[src/rtl/cska_pkg.sv]
package cska_pkg;

    // Per-bit carry behaviour, encoded as {generate, propagate}
    typedef enum logic [1:0] {
        GP_KILL  = 2'b00,
        GP_PROP  = 2'b01,
        GP_GEN   = 2'b10,
        GP_NEVER = 2'b11
    } gp_e;

    function automatic gp_e gp_classify(input logic g, input logic p);
        return gp_e'({g, p});
    endfunction

endpackage

[src/rtl/cska_section.sv]
module cska_section
    import cska_pkg::*;
#(
    parameter int unsigned SW = 4
) (
    input  logic [SW-1:0] a_i,
    input  logic [SW-1:0] b_i,
    input  logic          cin_i,
    output logic [SW-1:0] sum_o,
    output logic          cout_o
);

    logic [SW-1:0] gen_d;
    logic [SW-1:0] prop_d;
    logic [SW:0]   rip_d;
    logic          allp_d;
    logic          cout_d;
    logic [SW-1:0] sum_d;

    always_comb begin
        gen_d    = a_i & b_i;
        prop_d   = a_i ^ b_i;
        rip_d    = '0;
        rip_d[0] = cin_i;
        for (int i = 0; i < SW; i++) begin
            rip_d[i+1] = gen_d[i] | (prop_d[i] & rip_d[i]);
        end
        allp_d = &prop_d;
        // bypass multiplexer: whole-section propagate selects the incoming carry
        cout_d = allp_d ? cin_i : rip_d[SW];
        sum_d  = prop_d ^ rip_d[SW-1:0];

        // generate and propagate are never both set on one bit
        for (int i = 0; i < SW; i++) begin
            a_r8_gp_exclusive: assert (gp_classify(gen_d[i], prop_d[i]) != GP_NEVER)
                else $error("a_r8_gp_exclusive: bit %0d", i);
        end
        // skip path and ripple path agree
        a_r7_skip_matches_ripple: assert (cout_d == rip_d[SW])
            else $error("a_r7_skip_matches_ripple");
        // a generating top bit forces a section carry-out
        if (gen_d[SW-1]) begin
            a_r4_top_generate: assert (cout_d == 1'b1)
                else $error("a_r4_top_generate");
        end
        // an all-kill section blocks any carry
        if ((gen_d | prop_d) == '0) begin
            a_r5_all_kill: assert (cout_d == 1'b0)
                else $error("a_r5_all_kill");
        end
        // all-propagate section hands its carry-in through
        if (allp_d) begin
            a_r3_skip_pass: assert (cout_d == cin_i)
                else $error("a_r3_skip_pass");
        end
    end

    assign sum_o  = sum_d;
    assign cout_o = cout_d;

endmodule

[src/rtl/cska_chain.sv]
module cska_chain #(
    parameter int unsigned WIDTH = 32,
    parameter int unsigned SW    = 4
) (
    input  logic [WIDTH-1:0] a_i,
    input  logic [WIDTH-1:0] b_i,
    input  logic             cin_i,
    output logic [WIDTH-1:0] sum_o,
    output logic             cout_o
);

    localparam int unsigned NSECT = WIDTH / SW;

    logic [NSECT:0] carry_d;

    assign carry_d[0] = cin_i;

    for (genvar j = 0; j < NSECT; j++) begin : g_sect
        cska_section #(.SW(SW)) u_sect (
            .a_i    (a_i[j*SW +: SW]),
            .b_i    (b_i[j*SW +: SW]),
            .cin_i  (carry_d[j]),
            .sum_o  (sum_o[j*SW +: SW]),
            .cout_o (carry_d[j+1])
        );
    end

    assign cout_o = carry_d[NSECT];

endmodule

[src/rtl/cska_adder.sv]
module cska_adder #(
    parameter int unsigned WIDTH = 32,
    parameter int unsigned SW    = 4
) (
    input  logic [WIDTH-1:0] a_i,
    input  logic [WIDTH-1:0] b_i,
    input  logic             cin_i,
    output logic [WIDTH-1:0] sum_o,
    output logic             cout_o
);

    // WIDTH must be a whole multiple of SW
    cska_chain #(.WIDTH(WIDTH), .SW(SW)) u_chain (
        .a_i    (a_i),
        .b_i    (b_i),
        .cin_i  (cin_i),
        .sum_o  (sum_o),
        .cout_o (cout_o)
    );

endmodule

[config.mk]
export PLATFORM = sky130hd
export DESIGN_NAME = cska_adder
export DESIGN_NICKNAME = d
export VERILOG_FILES = /design/src/rtl/cska_pkg.sv /design/src/rtl/cska_section.sv /design/src/rtl/cska_chain.sv /design/src/rtl/cska_adder.sv
export SDC_FILE = /design/constraint.sdc
export NUM_CORES = 1
export LEC_CHECK = 0
export BUFFER_PORTS_ARGS = -buffer_cell sky130_fd_sc_hd__buf_4
export CORE_ASPECT_RATIO = 1.1
export CORE_MARGIN = 2
export CORE_UTILIZATION = 40
export DETAILED_ROUTE_END_ITERATION = 16
export PLACE_DENSITY_LB_ADDON = 0.08
export SETUP_SLACK_MARGIN = 0.15
export SLEW_MARGIN = 20
export SYNTH_ARGS = -nofsm -noshare
export SYNTH_HDL_FRONTEND = slang
export SYNTH_SLANG_ARGS = --single-unit
[constraint.sdc]
create_clock -name vclk -period 22.3
set_clock_uncertainty 0.15 [all_clocks]
set_input_delay 0 -clock vclk [all_inputs]
set_output_delay 0 -clock vclk [all_outputs]
set_load 0.02 [all_outputs]
==> flow_summary_export.csv <==
group,metric,value,unit
timing,finalHoldViolations,0,
layout,final_cell_mix,"buf_4, fa_1, ha_1, inv_1, nand4_1",
worst_setup_path,crit_start,"a_i[0]",
floorplanning,die_h,62.9,um
worst_setup_path,end_kind,"output pin",
clock_tree,post_cts_resized,0,
route,wl_per_cell,12.8,um
worst_setup_path,critPathMaxStageDelay,0.42,ns
worst_hold_path,hold_class,"primary input to output pin",
floorplanning,io_pins,98,
worst_hold_path,min_to,"sum_o[4]",
floorplanning,die_area,3620,um2
clock_tree,holdBufCountCts,0,
clock_tree,post-cts-setup-buffers,0,
worst_setup_path,critical_path_required,22.15,ns
timing,setup_viol,0,
worst_setup_path,critPathMaxFanout,3,
outcome,outcome,"finished, final reports clean",
global_routing,grt_pass1_vias,1168,
route,wl_met1,1040,um
synthesis,syn_inst,104,
worst_setup_path,cp-start-kind,"primary input",
synthesis,ys_seq_area_share,0,%
floorplanning,rows,21,
layout,antenna-diode-count,0,
run,cap_violations,0,
global_routing,antenna_found_initial,0,
layout,multiInputGateArea,1220,um2
worst_setup_path,cp.arrival,14.68,ns
timing,fin_crit_sh,66.5,%
worst_setup_path,critical_path_class,"primary input to output pin",
layout,layout_commonest_cell,"buf_4",
layout,ff_latch_area,0,um2
timing,maxSlewViolCount,0,
synthesis,synth.distinct_cells,17,
route,vias,1125,
route,postRouteAntennaNets,0,
synthesis,avgSynthCellArea,12.1,um2
route,detailedRoute.firstIterationViolations,7,
layout,syn2layout_area_growth,61.6,%
place,dp.final_hpwl,2900,um
worst_hold_path,hold_depth,3,
timing,worst_pin_slew,0.370,ns
timing,slew_headroom,75.2,%
worst_setup_path,crit_top_cell,"fa_1",
timing,fin_tns_setup,0,ns
floorplanning,core,3020,um2
pwr,vdd_drop_max,0.0245,mV
route,via_per_inst,4.77,
timing,fmax,0.0675,GHz
synthesis,yosys_warnings,0,
floorplanning,initial_core_util,41.8,%
route,dr.max_layer_used,"met4",
global_routing,grt_start_max_net_pins,4,
route,drtPass1Iterations,3,
timing,final.min_clock_period,14.83,ns
route,wl_met2,1640,um
layout,seq_cells,0,
synthesis,syn_nets,233,
synthesis,syn_area,1260,um2
place,gp_congestion,0.752,
global_routing,grt-ovfl-total,0,
timing,rsz0062_at_grt,"no",
route,route.met3.wl,326,um
global_routing,grt_pass1_wl,5080,um
floorplanning,die-width,57.6,um
worst_setup_path,crit_path_top_delay_cell,"fa_1",
route,wl,3030,um
route,drc,0,
worst_hold_path,hp-start,"b_i[4]",
layout,n_clock_buffer,0,
place,place.port_buffers,98,
global_routing,grt_usage,17.4,%
layout,nFillCells,250,
layout,final_util,67.5,%
layout,drive_gt1_share,49.5,%
pwr,p_leak,1.08,nW
layout,nNetsFinal,333,
pwr,powerDensity,34.8,nW/um2
[metal layers]
metal	up-vias	track usage (%)
li1	529	-
met1	537	20.5
met3	2	2.90
met4	0	1.16
met5	-	0
met2	57	33.4
[cells by family after synthesis]
group | Yosys count | synth area share, %
adders and majority gates | 64 | 82.5
and+or+nand+nor | 19 | 8.13
buffers and inverters | 11 | 3.27
AOI/OAI and AO/OA | 7 | 3.57
muxes | 3 | 2.58
[layout make-up]
cell class	instances	share of cell area, %
inverter	11	2.02
multi-input combinational	93	59.8
tap	34	2.08
timing repair buffer	98	36.1
[critical path: cells and delay by family]
| kind | cells | cell delay, ns |
|---|---|---|
| and+or+nand+nor | 6 | 0.61 |
| AOI/OAI and AO/OA | 4 | 0.54 |
| adders and majority gates | 32 | 12.27 |
| muxes | 2 | 0.56 |
| buffers and inverters | 8 | 0.68 |
[through the flow]
stage	power, W	area [um2]	hold slack (ns)	instances	setup slack (ns)
final	0.0000709	2040	0.217	236	7.47
after floorplan	0.0000410	1260	0.106	104	8.46
after detailed placement	0.0000721	2040	0.220	236	7.37
after global routing	0.0000781	2040	0.228	236	6.81
after global placement	0.0000697	2040	0.219	236	7.70
after CTS	0.0000723	2040	0.220	236	7.34
[Yosys cell counts (all sizes together)]
cell    count  area [um2]
o22a        1        8.76
nor3        1        5.00
mux2        2        22.5
o221ai      1        8.76
and4        2        17.5
mux2i       1        10.0
fa         32         641
nand2b      1        6.26
nor2b       1        6.26
a21oi       3        15.0
o21ai       1        5.00
nor2        3        11.3
ha         32         400
nand4       6        37.5
nand2       5        18.8
inv        11        41.3
a211oi      1        7.51
[where the power goes]
| part | total (W) | switching (W) | internal [W] |
|---|---|---|---|
| logic | 0.0000709 | 0.0000374 | 0.0000336 |
| clock network | 0 | 0 | 0 |
| registers | 0 | 0 | 0 |
[worst max path at each step]
stage | endpoint | slack (ns) | cells past startpoint
floorplan | sum_o[31] | 8.46 | 50
global placement | sum_o[31] | 7.70 | 52
detailed placement | sum_o[31] | 7.37 | 52
CTS | sum_o[31] | 7.34 | 52
global route | sum_o[31] | 6.81 | 52
finish | sum_o[31] | 7.47 | 52
Power figures use the tool's default switching activity.
